## src/rtl/wdt_pkg.sv

```systemverilog
package wdt_pkg;

  localparam int PRE_W = 8;
  localparam int DIVC_W = 7;

  typedef struct packed {
    logic [PRE_W-1:0] pre;
    logic             run;
    logic [1:0]       div_sel;
    logic             irq_en;
    logic             rst_en;
  } wdt_ctrl_t;

  // bit layout on the bus: [15:8] pre, [5] run, [4:3] div, [2] irq, [0] rst
  function automatic logic [15:0] ctrl_to_word(wdt_ctrl_t c);
    return {c.pre, 2'b00, c.run, c.div_sel, c.irq_en, 1'b0, c.rst_en};
  endfunction

  function automatic wdt_ctrl_t word_to_ctrl(logic [15:0] w);
    wdt_ctrl_t c;
    c.pre     = w[15:8];
    c.run     = w[5];
    c.div_sel = w[4:3];
    c.irq_en  = w[2];
    c.rst_en  = w[0];
    return c;
  endfunction

  localparam logic [15:0] CTRL_RESET = 16'h8039;

endpackage

```

## src/rtl/wdt_rst_sync.sv

```systemverilog
module wdt_rst_sync (
  input  logic clk,
  input  logic rst_n,
  output logic srst_n
);
  logic [1:0] stage_q;

  always_ff @(posedge clk or negedge rst_n) begin
    if (!rst_n) stage_q <= 2'b00;
    else        stage_q <= {stage_q[0], 1'b1};
  end

  assign srst_n = stage_q[1];
endmodule

```

## src/rtl/wdt_tick_gen.sv

```systemverilog
module wdt_tick_gen
  import wdt_pkg::*;
(
  input  logic             clk,
  input  logic             srst_n,
  input  logic             run,
  input  logic [PRE_W-1:0] pre,
  input  logic [1:0]       div_sel,
  output logic             tick
);
  logic [PRE_W-1:0]  pc_q, pc_d;
  logic [DIVC_W-1:0] dc_q, dc_d;
  logic [DIVC_W-1:0] div_lim;
  logic              pre_hit, div_hit;

  always_comb begin
    case (div_sel)
      2'd0:    div_lim = 7'd15;
      2'd1:    div_lim = 7'd31;
      2'd2:    div_lim = 7'd63;
      default: div_lim = 7'd127;
    endcase
  end

  always_comb begin
    pre_hit = (pc_q >= pre);
    div_hit = (dc_q == div_lim);
    tick    = run && pre_hit && div_hit;
    pc_d    = pc_q;
    dc_d    = dc_q;
    if (!run) begin
      pc_d = '0;
      dc_d = '0;
    end else if (pre_hit) begin
      pc_d = '0;
      dc_d = div_hit ? '0 : dc_q + DIVC_W'(1);
    end else begin
      pc_d = pc_q + PRE_W'(1);
    end
  end

  always_ff @(posedge clk or negedge srst_n) begin
    if (!srst_n) begin
      pc_q <= '0;
      dc_q <= '0;
    end else begin
      pc_q <= pc_d;
      dc_q <= dc_d;
    end
  end
endmodule

```

## src/rtl/wdt_core.sv

```systemverilog
module wdt_core #(
  parameter int CNT_W     = 16,
  parameter int RST_PULSE = 8
) (
  input  logic             clk,
  input  logic             srst_n,
  input  logic             tick,
  input  logic             cnt_wr,
  input  logic [CNT_W-1:0] wr_val,
  input  logic             start,
  input  logic [CNT_W-1:0] reload,
  input  logic             irq_en,
  input  logic             rst_en,
  output logic [CNT_W-1:0] cnt,
  output logic             expire,
  output logic             irq_pulse,
  output logic             sys_rst_out
);
  localparam int RP_W = $clog2(RST_PULSE + 1);

  logic [CNT_W-1:0] cnt_q, cnt_d;
  logic [RP_W-1:0]  rp_q, rp_d;
  logic             irq_q, irq_d;

  always_comb begin
    expire = tick && (cnt_q == '0) && !cnt_wr && !start;
    cnt_d  = cnt_q;
    if (cnt_wr)      cnt_d = wr_val;
    else if (start)  cnt_d = reload;
    else if (tick)   cnt_d = (cnt_q == '0) ? reload : cnt_q - CNT_W'(1);

    irq_d = expire && irq_en;

    if (expire && rst_en) rp_d = RP_W'(RST_PULSE);
    else if (rp_q != '0)  rp_d = rp_q - RP_W'(1);
    else                  rp_d = rp_q;
  end

  always_ff @(posedge clk or negedge srst_n) begin
    if (!srst_n) begin
      cnt_q <= CNT_W'(16'h8000);
      rp_q  <= '0;
      irq_q <= 1'b0;
    end else begin
      cnt_q <= cnt_d;
      rp_q  <= rp_d;
      irq_q <= irq_d;
    end
  end

  assign cnt         = cnt_q;
  assign irq_pulse   = irq_q;
  assign sys_rst_out = (rp_q != '0);
endmodule

```

## src/rtl/wdt_timer.sv

```systemverilog
module wdt_timer
  import wdt_pkg::*;
#(
  parameter int ADDR_W    = 4,
  parameter int CNT_W     = 16,
  parameter int RST_PULSE = 8
) (
  input  logic              clk,
  input  logic              rst_n,
  input  logic [ADDR_W-1:0] bus_addr,
  input  logic              bus_we,
  input  logic [15:0]       bus_wdata,
  output logic [15:0]       bus_rdata,
  output logic              irq_pulse,
  output logic              sys_rst_out
);
  localparam logic [ADDR_W-1:0] OFF_CTRL = ADDR_W'(4'h0);
  localparam logic [ADDR_W-1:0] OFF_RELD = ADDR_W'(4'h4);
  localparam logic [ADDR_W-1:0] OFF_CNT  = ADDR_W'(4'h8);

  logic             srst_n;
  wdt_ctrl_t        ctrl_q, ctrl_d;
  logic [CNT_W-1:0] reload_q, reload_d;
  logic             ctrl_wr, reld_wr, cnt_wr, start;
  logic             tick, expire;
  logic [CNT_W-1:0] cnt;

  wdt_rst_sync u_sync (.clk(clk), .rst_n(rst_n), .srst_n(srst_n));

  always_comb begin
    ctrl_wr  = bus_we && (bus_addr == OFF_CTRL);
    reld_wr  = bus_we && (bus_addr == OFF_RELD);
    cnt_wr   = bus_we && (bus_addr == OFF_CNT);
    start    = ctrl_wr && bus_wdata[5] && !ctrl_q.run;
    ctrl_d   = ctrl_wr ? word_to_ctrl(bus_wdata) : ctrl_q;
    reload_d = reld_wr ? bus_wdata[CNT_W-1:0] : reload_q;
  end

  always_ff @(posedge clk or negedge srst_n) begin
    if (!srst_n) begin
      ctrl_q   <= word_to_ctrl(CTRL_RESET);
      reload_q <= CNT_W'(16'h8000);
    end else begin
      ctrl_q   <= ctrl_d;
      reload_q <= reload_d;
    end
  end

  wdt_tick_gen u_tick (
    .clk(clk), .srst_n(srst_n), .run(ctrl_q.run),
    .pre(ctrl_q.pre), .div_sel(ctrl_q.div_sel), .tick(tick)
  );

  wdt_core #(.CNT_W(CNT_W), .RST_PULSE(RST_PULSE)) u_core (
    .clk(clk), .srst_n(srst_n), .tick(tick), .cnt_wr(cnt_wr),
    .wr_val(bus_wdata[CNT_W-1:0]), .start(start), .reload(reload_q),
    .irq_en(ctrl_q.irq_en), .rst_en(ctrl_q.rst_en), .cnt(cnt),
    .expire(expire), .irq_pulse(irq_pulse), .sys_rst_out(sys_rst_out)
  );

  always_comb begin
    bus_rdata = '0;
    if (bus_addr == OFF_CTRL)      bus_rdata = ctrl_to_word(ctrl_q);
    else if (bus_addr == OFF_RELD) bus_rdata[CNT_W-1:0] = reload_q;
    else if (bus_addr == OFF_CNT)  bus_rdata[CNT_W-1:0] = cnt;
  end
endmodule

```

## config.mk

```make
export PLATFORM = sky130hd
export DESIGN_NAME = wdt_timer
export DESIGN_NICKNAME = d
export VERILOG_FILES = /design/src/rtl/wdt_pkg.sv /design/src/rtl/wdt_rst_sync.sv /design/src/rtl/wdt_tick_gen.sv /design/src/rtl/wdt_core.sv /design/src/rtl/wdt_timer.sv
export SDC_FILE = /design/constraint.sdc
export NUM_CORES = 1
export LEC_CHECK = 0
export BUFFER_PORTS_ARGS = -buffer_cell sky130_fd_sc_hd__buf_2
export CAP_MARGIN = 5
export CORE_MARGIN = 2
export CORE_UTILIZATION = 40
export DETAILED_ROUTE_END_ITERATION = 8
export GPL_TIMING_DRIVEN = 1
export PLACE_DENSITY_LB_ADDON = 0.3
export SKIP_CTS_REPAIR_TIMING = 1
export SYNTH_ARGS = -nofsm -noshare
export SYNTH_HDL_FRONTEND = slang
export SYNTH_SLANG_ARGS = --single-unit
```

## constraint.sdc

```tcl
create_clock -name clk -period 2.2 [get_ports clk]
set_clock_uncertainty 0.15 [all_clocks]
set_input_delay 0.55 -clock clk [delete_from_list [all_inputs] [get_ports clk]]
set_output_delay 0.55 -clock clk [all_outputs]
set_load 0.1 [all_outputs]
```

==> results.json <==
{
  "power_frac_comb_pct": 43.8,
  "grtUsageTotal_pct": 20.6,
  "rsz0062_at_grt": "yes",
  "rr_startpoint": "ctrl_q[5]",
  "p_seq_share_pct": 35.3,
  "crit_required_ps": 2300,
  "yosysTopAreaCellShare_pct": 37.2,
  "period_share_pct": 106,
  "hpwl_um": 8260,
  "layout-drive-gt1-share_pct": 49.4,
  "cts.sinks": 67,
  "start_kind": "flop",
  "synth-edff-count": 0,
  "antennaDiodeCount": 0,
  "gp_routability_congestion": 0.931,
  "crit_path_end": "u_core.cnt[5]",
  "grt.met1_usage_pct": 26.9,
  "postLayoutSetupSlackWorst_ps": -123,
  "powerDensity_nw_per_um2": 840,
  "clock_path_buffers": 2,
  "drt_iter0_markers": 188,
  "synthDistinctLibCells": 55,
  "ys_ff_latch": 67,
  "leakagePower_nw": 2.64,
  "synth_fp_nets": 459,
  "grt_start_max_net_pins": 66,
  "cp.arrival_ps": 2420,
  "drt-vias-per-instance": 5.44,
  "synth_cells": 422,
  "rrSetupSlack_ps": -120,
  "r2r-end": "u_core.cnt[5]",
  "power_mw": 5.14,
  "vias": 3688,
  "area_growth_pct": 51.4,
  "wl_per_cell_um": 17.4,
  "postPlaceCellArea_um2": 5450,
  "synthesis.area_um2": 4040,
  "setup_viol": 34,
  "cts-root-buf": "clkbuf_8",
  "ys_async_sr_fraction_pct": 100,
  "peakVddDrop_mv": 0.399,
  "grt_pass1_wl_um": 18100,
  "crit_start": "ctrl_q[5]",
  "slew_headroom_pct": 66.0,
  "die_w_um": 105,
  "synth_top_area_cell": "dfrtp_1",
  "ys_dominant_reg_cell": "dfrtp_1",
  "final_area_um2": 6120,
  "io_pins": 41,
  "cts_buffers": 9,
  "initial_core_util_pct": 41.3,
  "die_y_um": 105,
  "hold_path_class": "reg -> async",
  "row_count": 36,
  "switchingPower_mw": 1.95,
  "yosysWarnings": 0,
  "timing.final.hold_violations": 0,
  "fmax_ghz": 0.431,
  "grt.met3_usage_pct": 4.76,
  "use_met2_pct": 34.0,
  "yosys-top-cells-area": "dfrtp_1 37%, mux2_2 8.1%, nor2_1 6.8%, dfstp_2 4.6%, ha_1 4.3%",
  "path_class": "reg -> reg",
  "fp.dieArea_um2": 10900,
  "htreeDepth": 3,
  "power_frac_clock_pct": 20.9,
  "finalCriticalPeriod_ps": 2320,
  "seq_area_frac_synth_pct": 41.7,
  "drc": 0,
  "p_int_mw": 3.19,
  "firstDrtPassIters": 4,
  "violations": "negative setup slack",
  "antenna_found_initial": 0,
  "reg2reg_depth": 7,
  "cts_tree": "done",
  "ant_nets": 0,
  "outcome": "finished with violations",
  "fp.coreArea_um2": 9770,
  "avgSynthCellArea_um2": 9.58,
  "wl_um": 11800,
  "tightest_slew_ps": 511,
  "clkSlewWorstSetupHoldPaths_ps": 80,
  "io_buffers": 40,
  "final_nets": 577,
  "sw_frac_of_total_pct": 38.0,
  "critical_path.max_fanout": 7,
  "gr-total-overflow": 0,
  "maxCapViolations": 0,
  "clkLatencyLatePin_ps": 360,
  "busiest_layer": "met2",
  "worstSetupEndpointType": "flop",
  "grt_pass1_vias": 3703,
  "slew_viol_final": 0
}
## power by group through the flow
stage	sequential, mW	clock [mW]	combinational, mW
floorplan	1.80	0	1.22
global placement	1.76	0	1.88
detailed placement	1.77	0	1.93
CTS	1.75	1.09	1.95
global route	1.85	1.14	2.44
finish	1.82	1.07	2.25
## metal layers
metal | part of all wire, % | wire length [um] | up-vias
met5 | 0 | 0 | -
met4 | 1.5 | 180 | 0
met3 | 5.7 | 669 | 17
met2 | 51 | 5970 | 107
met1 | 42 | 4950 | 1802
li1 | - | - | 1762
## kinds of logic after synthesis
kind of cell,Yosys count,share of synthesized area [%]
and+or+nand+nor,161,19.7
AOI/OAI and AO/OA,87,15.4
DFF,67,41.7
muxes,43,11.5
buffers and inverters,35,4.24
adders and majority gates,14,4.33
xor gates and xnor gates,14,3.03
other,1,0.0928
## worst max-delay path, stage by stage, from the launching register on
cell	delay, ps
dfrtp_1	390
ha_1	300
nand2b_4	140
a2111o_1	430
a31oi_4	270
o21bai_4	160
buf_6	160
a32o_1	210
## worst min-delay path by stage
stage | slack [ps] | depth (start not counted) | to | start
2_1_floorplan | 100 | 0 | u_sync.stage_q[0] | rst_n
3_3_place_gp | 150 | 1 | u_tick.dc_q[1] | u_sync.stage_q[1]
3_5_place_dp | 160 | 1 | u_tick.dc_q[2] | u_sync.stage_q[1]
4_1_cts | -200 | 1 | u_sync.stage_q[1] | rst_n
5_1_grt | 180 | 1 | u_tick.pc_q[1] | u_sync.stage_q[1]
6_report | 130 | 1 | u_tick.pc_q[0] | u_sync.stage_q[1]
## synthesized netlist by cell type, drive strengths merged (6+ instances only)
master and number:
clkbuf 7, nor2 73, xor2 8, and3 8, nor4 10, nand2 23
mux2i 14, o31ai 9, mux2 29, ha 14, a211oi 7, dfrtp 60
a21oi 22, dfstp 7, a22o 6, nand3 14, buf 13, xnor2 6
nor3 11, inv 15, o21ai 19
## cell type report
| type | instances | area, um2 |
|---|---|---|
| Fill cell | 779 | 3660 |
| Sequential cell | 67 | 1690 |
| Timing Repair Buffer | 127 | 1300 |
| Multi-Input combinational cell | 320 | 2710 |
| Inverter | 15 | 56.3 |
| Tap cell | 133 | 166 |
| Clock inverter | 2 | 35.0 |
| Clock buffer | 14 | 163 |
## metrics by stage
| step | hold slack (ps) | cells | setup slack, ps | util, % | TNS [ps] |
|---|---|---|---|---|---|
| after floorplan | 104 | 422 | -172 | - | -1970 |
| after global placement | 147 | 654 | -165 | 55.8 | -3180 |
| after detailed placement | 156 | 654 | -178 | 55.8 | -4170 |
| after CTS | -202 | 670 | -186 | 57.8 | -5110 |
| after global routing | 181 | 678 | -219 | 62.6 | -5200 |
| final | 125 | 678 | -123 | 62.6 | -1730 |
## registers in the layout, summed over array words and instances, names as in the netlist
signal	count
u_core.rp_q	4
u_sync.stage_q	2
u_tick.dc_q	7
u_core.irq_pulse	1
u_tick.pc_q	8
ctrl_q	13
u_core.cnt	16
reload_q	16
## placed cells by master, fill, tap and decap left out, drive strengths merged, types with 3 or more instances in the layout
cell type | netlist | final
a211oi | 7 | 7
nor2b | 5 | 5
clkbuf | 7 | 17
inv | 15 | 15
o31ai | 9 | 9
nor4 | 10 | 10
nor3 | 11 | 11
mux2 | 29 | 29
dfstp | 7 | 7
nand4 | 3 | 3
xor2 | 8 | 8
nand3 | 14 | 14
a21oi | 22 | 22
xnor2 | 6 | 6
nor3b | 3 | 3
buf | 13 | 123
a22oi | 3 | 3
dfrtp | 60 | 60
a22o | 6 | 6
nand2b | 3 | 3
a31oi | 5 | 5
and3 | 8 | 8
ha | 14 | 14
o21ai | 19 | 19
nand2 | 23 | 23
nor2 | 73 | 73
mux2i | 14 | 14
Note: power is estimated with default switching activity, not from simulation.
